===== src/rtl/bcit_pkg.sv =====
package bcit_pkg;

    localparam int unsigned BUS_AW = 2;

    localparam logic [BUS_AW-1:0] ADR_DATA  = 2'd0;
    localparam logic [BUS_AW-1:0] ADR_CTRL  = 2'd1;
    localparam logic [BUS_AW-1:0] ADR_FLAG  = 2'd2;
    localparam logic [BUS_AW-1:0] ADR_COUNT = 2'd3;

    // control bits, MSB first: enable, cascade, source, run
    typedef struct packed {
        logic irq_en;
        logic cascade;
        logic ext_src;
        logic run;
    } ctrl_t;

    localparam int unsigned CTRL_W = $bits(ctrl_t);

endpackage


===== src/rtl/bcit_regs.sv =====
module bcit_regs
    import bcit_pkg::*;
#(
    parameter int unsigned W = 8
) (
    input  logic              clk,
    input  logic              rst_n,
    input  logic              bus_sel,
    input  logic              bus_wr,
    input  logic [BUS_AW-1:0] bus_addr,
    input  logic [W-1:0]      bus_wdata,
    input  logic              match_i,
    input  logic [W-1:0]      count_i,
    output logic [W-1:0]      bus_rdata,
    output logic [W-1:0]      data_o,
    output ctrl_t             ctrl_o,
    output logic              flag_o,
    output logic              start_rise_o
);

    typedef struct packed {
        logic [W-1:0] data;
        ctrl_t        ctrl;
        logic         flag;
    } regs_t;

    regs_t s_d, s_q;
    logic  wr_en;

    always_comb begin
        s_d          = s_q;
        wr_en        = bus_sel && bus_wr;
        start_rise_o = 1'b0;
        if (wr_en) begin
            case (bus_addr)
                ADR_DATA: s_d.data = bus_wdata;
                ADR_CTRL: begin
                    s_d.ctrl     = ctrl_t'(bus_wdata[CTRL_W-1:0]);
                    start_rise_o = bus_wdata[0] && !s_q.ctrl.run;
                end
                ADR_FLAG: begin
                    if (!bus_wdata[0]) s_d.flag = 1'b0;
                end
                default: ;
            endcase
        end
        // a match outranks a clearing write in the same cycle
        if (match_i) s_d.flag = 1'b1;
    end

    always_ff @(posedge clk or negedge rst_n) begin
        if (!rst_n) s_q <= '0;
        else        s_q <= s_d;
    end

    always_comb begin
        bus_rdata = '0;
        case (bus_addr)
            ADR_DATA:  bus_rdata = s_q.data;
            ADR_CTRL:  bus_rdata[CTRL_W-1:0] = s_q.ctrl;
            ADR_FLAG:  bus_rdata[0] = s_q.flag;
            default:   bus_rdata = count_i;
        endcase
    end

    assign data_o = s_q.data;
    assign ctrl_o = s_q.ctrl;
    assign flag_o = s_q.flag;

endmodule


===== src/rtl/bcit_step_sel.sv =====
module bcit_step_sel (
    input  logic clk,
    input  logic rst_n,
    input  logic tick_in,
    input  logic ext_evt,
    input  logic casc_tick_in,
    input  logic casc_wrap_in,
    input  logic casc_eq_in,
    input  logic ext_src,
    input  logic cascade,
    output logic step_o,
    output logic chk_o,
    output logic lo_eq_o
);

    typedef struct packed {
        logic ext_prev;
    } sel_t;

    sel_t s_d, s_q;
    logic own_step;

    always_comb begin
        s_d.ext_prev = ext_evt;
        own_step     = ext_src ? (ext_evt && !s_q.ext_prev) : tick_in;
        if (cascade) begin
            step_o  = casc_wrap_in;
            chk_o   = casc_tick_in;
            lo_eq_o = casc_eq_in;
        end else begin
            step_o  = own_step;
            chk_o   = own_step;
            lo_eq_o = 1'b1;
        end
    end

    always_ff @(posedge clk or negedge rst_n) begin
        if (!rst_n) s_q <= '0;
        else        s_q <= s_d;
    end

endmodule


===== src/rtl/bcit_core.sv =====
module bcit_core #(
    parameter int unsigned W = 8
) (
    input  logic         clk,
    input  logic         rst_n,
    input  logic         run,
    input  logic         start_rise,
    input  logic         step,
    input  logic         chk,
    input  logic         lo_eq,
    input  logic [W-1:0] data,
    output logic [W-1:0] count_o,
    output logic [W-1:0] latch_o,
    output logic         match_o,
    output logic         wrap_o,
    output logic         eq_o
);

    localparam logic [W-1:0] CNT_MAX = '1;

    typedef struct packed {
        logic [W-1:0] count;
        logic [W-1:0] latch;
    } core_t;

    core_t s_d, s_q;
    logic  hit;

    always_comb begin
        s_d     = s_q;
        eq_o    = (s_q.count == s_q.latch);
        hit     = chk && lo_eq && eq_o;
        match_o = run && !start_rise && hit;
        wrap_o  = run && !start_rise && !hit && step && (s_q.count == CNT_MAX);
        if (start_rise) begin
            s_d.count = '0;
            s_d.latch = data;
        end else if (match_o) begin
            s_d.count = '0;
            s_d.latch = data;
        end else if (run && step) begin
            s_d.count = s_q.count + 1'b1;
        end
    end

    always_ff @(posedge clk or negedge rst_n) begin
        if (!rst_n) s_q <= '0;
        else        s_q <= s_d;
    end

    assign count_o = s_q.count;
    assign latch_o = s_q.latch;

endmodule


===== src/rtl/bcit_timer.sv =====
module bcit_timer
    import bcit_pkg::*;
#(
    parameter int unsigned W = 8
) (
    input  logic              clk,
    input  logic              rst_n,
    input  logic              bus_sel,
    input  logic              bus_wr,
    input  logic [BUS_AW-1:0] bus_addr,
    input  logic [W-1:0]      bus_wdata,
    output logic [W-1:0]      bus_rdata,
    input  logic              tick_in,
    input  logic              ext_evt,
    input  logic              casc_tick_in,
    input  logic              casc_wrap_in,
    input  logic              casc_eq_in,
    output logic              irq,
    output logic              eq_out,
    output logic              wrap_out
);

    logic [W-1:0] data_w;
    ctrl_t        ctrl_w;
    logic         flag_w;
    logic         start_rise_w;
    logic [W-1:0] count_w;
    logic [W-1:0] latch_w;
    logic         match_w;
    logic         step_w;
    logic         chk_w;
    logic         lo_eq_w;

    bcit_regs #(.W(W)) u_regs (
        .clk          (clk),
        .rst_n        (rst_n),
        .bus_sel      (bus_sel),
        .bus_wr       (bus_wr),
        .bus_addr     (bus_addr),
        .bus_wdata    (bus_wdata),
        .match_i      (match_w),
        .count_i      (count_w),
        .bus_rdata    (bus_rdata),
        .data_o       (data_w),
        .ctrl_o       (ctrl_w),
        .flag_o       (flag_w),
        .start_rise_o (start_rise_w)
    );

    bcit_step_sel u_sel (
        .clk          (clk),
        .rst_n        (rst_n),
        .tick_in      (tick_in),
        .ext_evt      (ext_evt),
        .casc_tick_in (casc_tick_in),
        .casc_wrap_in (casc_wrap_in),
        .casc_eq_in   (casc_eq_in),
        .ext_src      (ctrl_w.ext_src),
        .cascade      (ctrl_w.cascade),
        .step_o       (step_w),
        .chk_o        (chk_w),
        .lo_eq_o      (lo_eq_w)
    );

    bcit_core #(.W(W)) u_core (
        .clk        (clk),
        .rst_n      (rst_n),
        .run        (ctrl_w.run),
        .start_rise (start_rise_w),
        .step       (step_w),
        .chk        (chk_w),
        .lo_eq      (lo_eq_w),
        .data       (data_w),
        .count_o    (count_w),
        .latch_o    (latch_w),
        .match_o    (match_w),
        .wrap_o     (wrap_out),
        .eq_o       (eq_out)
    );

    assign irq = flag_w && ctrl_w.irq_en;

endmodule


===== config.mk =====
export PLATFORM = sky130hd
export DESIGN_NAME = bcit_timer
export DESIGN_NICKNAME = d
export VERILOG_FILES = /design/src/rtl/bcit_pkg.sv /design/src/rtl/bcit_regs.sv /design/src/rtl/bcit_step_sel.sv /design/src/rtl/bcit_core.sv /design/src/rtl/bcit_timer.sv
export SDC_FILE = /design/constraint.sdc
export NUM_CORES = 1
export LEC_CHECK = 0
export BUFFER_PORTS_ARGS = -buffer_cell sky130_fd_sc_hd__buf_4
export CAP_MARGIN = 20
export CORE_ASPECT_RATIO = 1.5
export CORE_MARGIN = 5
export CORE_UTILIZATION = 45
export CTS_CLUSTER_DIAMETER = 150
export DETAILED_ROUTE_END_ITERATION = 10
export PLACE_DENSITY_LB_ADDON = 0.08
export SETUP_SLACK_MARGIN = 0.1
export SYNTH_ARGS = -nofsm -noshare
export SYNTH_HDL_FRONTEND = slang
export SYNTH_SLANG_ARGS = --single-unit

===== constraint.sdc =====
create_clock -name clk -period 2.8 [get_ports clk]
set_input_delay 0.56 -clock clk [delete_from_list [all_inputs] [get_ports clk]]
set_output_delay 0.56 -clock clk [all_outputs]
set_load 0.05 [all_outputs]

# Word level (Yosys, flattened, before mapping)
# Cells that the tools add are included.
dict set report op_classes {
  addsub 1
  n_eq_ne 5
  n_mux 17
  n_reduce_logical 25
}
# op count
set op_table {}
lappend op_table {{8-bit 2-to-1 mux} 3}
lappend op_table {{16-bit 2-to-1 mux} 1}
lappend op_table {{1-bit logical AND} 12}
lappend op_table {{1-bit 2-to-1 mux} 10}
lappend op_table {{3-bit one-hot mux with 3 select lines} 1}
lappend op_table {{8-bit by 1-bit adder with 8-bit output (second input constant)} 1}
lappend op_table {{8-bit equality test} 1}
lappend op_table {{8-bit equality test (second input constant)} 1}
lappend op_table {{4-bit one-hot mux with 2 select lines} 1}
lappend op_table {{2-bit nonzero test} 3}
lappend op_table {{1-bit zero test} 4}
lappend op_table {{2-bit AND reduction} 2}
lappend op_table {{1-bit one-hot mux with 3 select lines} 1}
lappend op_table {{3-bit AND reduction} 1}
lappend op_table {{3-bit nonzero test} 1}
lappend op_table {{2-bit by 1-bit equality test with 1-bit output (second input constant)} 1}
lappend op_table {{2-bit equality test (second input constant)} 1}
lappend op_table {{2-bit zero test} 1}
lappend op_table {{2-bit by 1-bit != test with 1-bit output (second input constant)} 1}
lappend op_table {{2-bit OR reduction} 1}
dict set report word_totals {
  regBits 30
  in_bits 19
  output_inout_bits 11
  wordCells 57
}

# Depth between registers and ports, before layout
dict set report logic_depth {
  word_depth 10
  ltp_mapped 7
  ltp_nobuf 5
}

# Modules after synthesis
# A second synthesis with hierarchy kept.
dict set report unflattened {
  cells_unflattened 131
  area_unflattened_um2 1635.3
}
# mod n_inst cells_per_inst area_each_um2 seq_area_each_um2
set modules_own_cells {}
lappend modules_own_cells {bcit_core 1 74 834.6 400.4}
lappend modules_own_cells {bcit_regs 1 47 720.7 325.3}
lappend modules_own_cells {bcit_step_sel 1 9 73.8 25.0}
lappend modules_own_cells {bcit_timer 1 1 6.3 0.0}

# Least setup slack after synthesis
# Ideal clock, no wire load.
dict set report synth_path {
  path_type {in2out}
  from {in ext_evt}
  to {out wrap_out}
  arrival_ps 2700
  required_ps 2240
  path_slack_ps -460
  stages 4
  n_path_buf 0
  cell_sequence {and3b_1 -> o31ai_2 -> nor4_4 -> nor4_1}
}
dict set report synth_via {
  elab_chain_len 9
  word_cells_on_any_way 10
  classes_between {3 x mux; 7 x reduce/logical}
}
# element line
set synth_lines {}
lappend synth_lines {{start, declared} bcit_timer.sv:14} ;# input logic ext_evt,
lappend synth_lines {{1-bit logical AND *} bcit_step_sel.sv:25} ;# own_step = ext_src ? (ext_evt && !s_q.ext_prev) : tick_in;
lappend synth_lines {{1-bit 2-to-1 mux *} bcit_step_sel.sv:25}
lappend synth_lines {{1-bit 2-to-1 mux} bcit_step_sel.sv:26} ;# if (cascade) begin
lappend synth_lines {{1-bit logical AND (2 in series)} bcit_core.sv:32} ;# hit = chk && lo_eq && eq_o;
lappend synth_lines {{1-bit zero test} bcit_core.sv:34} ;# wrap_o = run && !start_rise && !hit && step && (s_q.count == CNT_MAX);
lappend synth_lines {{1-bit logical AND} bcit_core.sv:34}
lappend synth_lines {{1-bit logical AND * (2 in series)} bcit_core.sv:34}
lappend synth_lines {{end, declared} bcit_timer.sv:20} ;# output logic wrap_out
# Every way passes the cells marked *; elsewhere a longest branch is shown, timed or not.

# Worst setup path after layout
dict set report layout_path {
  from {reg u_core.s_q, in the netlist u_core.count_o[2]}
  to {out wrap_out}
}
dict set report layout_via {
  elab_chain_len 6
  word_cells_on_any_way 7
  classes_between {2 x eq/ne; 5 x reduce/logical}
}
# element line
set layout_lines {}
lappend layout_lines {{start, declared} bcit_core.sv:26} ;# core_t s_d, s_q;
lappend layout_lines {{start signal, assigned} bcit_core.sv:47} ;# if (!rst_n) s_q <= '0;
lappend layout_lines {{start signal, assigned} bcit_core.sv:48} ;# else s_q <= s_d;
lappend layout_lines {{8-bit equality test} bcit_core.sv:31} ;# eq_o = (s_q.count == s_q.latch);
lappend layout_lines {{1-bit logical AND} bcit_core.sv:32}
lappend layout_lines {{1-bit zero test} bcit_core.sv:34}
lappend layout_lines {{1-bit logical AND (2 in series)} bcit_core.sv:34}
lappend layout_lines {{1-bit logical AND *} bcit_core.sv:34}
# Marks and branches as above.

==> impl_metrics.json <==
{
  "cp-start-kind": "flip-flop",
  "port_buffers": 29,
  "wl_mm": 3.53,
  "instances_no_fill": 214,
  "drt_iter0_drc": 29,
  "cts.repair_timing.setup_buffer_count": 0,
  "wl_per_cell_um": 16.5,
  "route.met3.wl_um": 186,
  "met2_length_mm": 1.83,
  "critPathLaunch": "u_core.count_o[2]$_DFFE_PN0P_",
  "drc": 0,
  "crit_fanout": 9,
  "antenna_found_initial": 0,
  "dp_cells": 208,
  "slew_violations": 0,
  "hold_path_class": "in2async",
  "area_growth_pct": 20.9,
  "fin_skew_ns": 0.00939,
  "grt.overflow.total": 0,
  "ys_types": 38,
  "diodes": 0,
  "grt_use_total_pct": 15.5,
  "first_pass_iters": 4,
  "syn_area_per_cell_sq_um": 11.3,
  "synth_flop_cell": "dfrtp_1",
  "cts-buffers-inserted": 5,
  "ys_ff_latch": 30,
  "worst_slew_pin_slew_ns": 0.715,
  "die_area_sq_mm": 0.00487,
  "syn_area_sq_mm": 0.00160,
  "cts.path.max_buffers": 2,
  "run_status": "finished clean",
  "crit_required_ns": 2.24,
  "slowest_delay_ns": 0.50,
  "layout.nets": 193,
  "cp-end-kind": "primary output",
  "crit_type": "reg2out",
  "clk_latency_ns": 0.28,
  "routed.top_layer": "met4",
  "htreeDepth": 2,
  "synth_seq_area_share_pct": 47.0,
  "pwr-share-seq_pct": 44.3,
  "io_pins": 30,
  "place_ws_ns": 0.410,
  "dieHeight_um": 83.0,
  "gp_congestion": 0.775,
  "first_global_vias": 1167,
  "p_sw_w": 0.000547,
  "period_share_pct": 89.5,
  "leakage_nw": 0.870,
  "setup_slack_ns": 0.295,
  "critPathArrivalTime_ns": 1.95,
  "grt_pass1_wl_mm": 5.67,
  "dieWidth_um": 58.7,
  "cap_violations": 0,
  "drive_above_1_share_pct": 36.0,
  "p_int_w": 0.000991,
  "rsz0062_at_grt": "false",
  "ys_warn_count": 0,
  "finalSetupViolations": 0,
  "max-slew-margin-rel_pct": 52.1,
  "cts_tree": "built",
  "clk_pin_slew_ns": 0.07,
  "viasPerCell": 5.51,
  "hold_ws_ns": 0.191,
  "ir_drop_mv": 0.453,
  "synth.net_count": 162,
  "powerDensity_mw_per_mm2": 796,
  "grt_max_degree": 31,
  "swShare_pct": 35.6,
  "hold_buffers": 0,
  "start_util_pct": 46.8,
  "cts_root_buffer": "clkbuf_8",
  "clkPwrFrac_pct": 22.2,
  "r2r-start": "u_core.count_o[2]$_DFFE_PN0P_",
  "synthArstFlopShare_pct": 100,
  "fill_cells": 316,
  "p_comb_share_pct": 33.5,
  "vias": 1180,
  "place_hpwl_mm": 2.67,
  "cts_num_sinks": 30,
  "fin_setup_tns_ns": 0,
  "cpMaxStageDelayCell": "nor4_4",
  "finalCriticalPeriod_ns": 2.51,
  "core_area_sq_mm": 0.00342,
  "fmax_ghz": 0.399,
  "hold_violations": 0,
  "antenna_left": 0,
  "syn_inst": 142,
  "rows": 26,
  "cts_resized": 0,
  "power_w": 0.00154,
  "drt-met1-wl_mm": 1.42,
  "synth-edff-count": 0,
  "cp_cell_sequence": "xnor2_1 -> nand4_1 -> nor4_4 -> nor4_2 -> buf_4"
}
[cell usage in the layout (no fill, tap or decap), drive strengths merged, types with 2 or more instances in the layout]
cell type / Yosys / final
xnor2: 13 / 13
buf: 3 / 31
and2: 3 / 3
o22ai: 2 / 2
a22o: 5 / 5
inv: 2 / 2
o311ai: 2 / 2
clkbuf: 4 / 6
nor4: 3 / 3
a21o: 4 / 4
mux2: 19 / 19
nor2: 11 / 11
o31ai: 2 / 2
o21ai: 3 / 3
dfrtp: 30 / 30
mux2i: 3 / 3
nor3: 5 / 5
nand2: 13 / 13
nand4: 3 / 3
[cells in the mapped netlist, drive strengths merged (2+ instances only)]
cell type / n / area (sq um)
nor3: 5 / 30.0
mux2i: 3 / 30.0
o31ai: 2 / 20.0
nor4: 3 / 33.8
a22o: 5 / 43.8
mux2: 19 / 214
o22ai: 2 / 12.5
buf: 3 / 23.8
nand4: 3 / 18.8
nand2: 13 / 48.8
o311ai: 2 / 17.5
xnor2: 13 / 114
o21ai: 3 / 15.0
and2: 3 / 18.8
dfrtp: 30 / 751
nor2: 11 / 41.3
a21o: 4 / 30.0
inv: 2 / 7.51
clkbuf: 4 / 16.3
[registers in the layout, indices dropped and copies added (netlist names)]
name	flops
u_sel.s_q	1
u_regs.ctrl_o	4
u_core.count_o	8
u_regs.flag_o	1
u_core.latch_o	8
u_regs.data_o	8
[stage by stage]
step	instance area, sq um	util [%]
final	1930	56.6
after global routing	1930	56.6
after CTS	1930	56.6
after detailed placement	1850	54.1
after floorplan	1600	-
after global placement	1850	54.1
[worst max-delay path, delay by kind of cell, from the launching register on]
family | cells | cell delay, ns
and+or+nand+nor | 3 | 0.81
DFF | 1 | 0.44
buffers and inverters | 1 | 0.21
xor gates and xnor gates | 1 | 0.20
[per-layer routing]
layer	vias up	global-route usage (%)
met3	9	4.97
li1	567	-
met5	-	0
met2	30	25.2
met4	0	6.60
met1	574	18.3
[logic make-up after synthesis]
kind of cell,after synthesis,share of synthesized area (%)
flip-flops,30,47.0
AO/OA/AOI/OAI,21,10.2
XOR/XNOR,14,7.67
AND/OR/NAND/NOR,44,14.7
buffers and inverters,9,2.98
multiplexers,23,16.7
adder cells (fa/ha/maj),1,0.783
[final timing paths]
check	endpoint	slack [ns]	depth (start not counted)
setup / recovery	wrap_out	0.29	5
min in group clk	u_sel.s_q$_DFF_PN0_	0.38	1
max in group asynchronous	u_regs.data_o[4]$_DFFE_PN0P_	2.31	1
hold / removal	u_core.count_o[7]$_DFFE_PN0P_	0.19	1
hold reg to reg	u_regs.ctrl_o[3]$_DFFE_PN0P_	0.53	1
setup reg to reg	u_core.latch_o[6]$_DFFE_PN0P_	0.51	5
[power by group through the flow]
stage | Sequential [W] | Combinational (W) | Clock [W]
detailed placement | 0.000690 | 0.000518 | 0
CTS | 0.000682 | 0.000521 | 0.000351
global route | 0.000695 | 0.000557 | 0.000376
global placement | 0.000683 | 0.000516 | 0
finish | 0.000681 | 0.000516 | 0.000342
floorplan | 0.000636 | 0.000420 | 0
[final cells by class]
cell class | count | area (sq um) | area share (%)
multi-input combinational | 103 | 806 | 41.7
inverter | 2 | 7.51 | 0.389
sequential | 30 | 751 | 38.9
tap | 42 | 52.6 | 2.72
clock buffer | 6 | 82.6 | 4.27
timing repair buffer | 31 | 233 | 12.0
No activity file was read; power rests on OpenSTA's default activity.
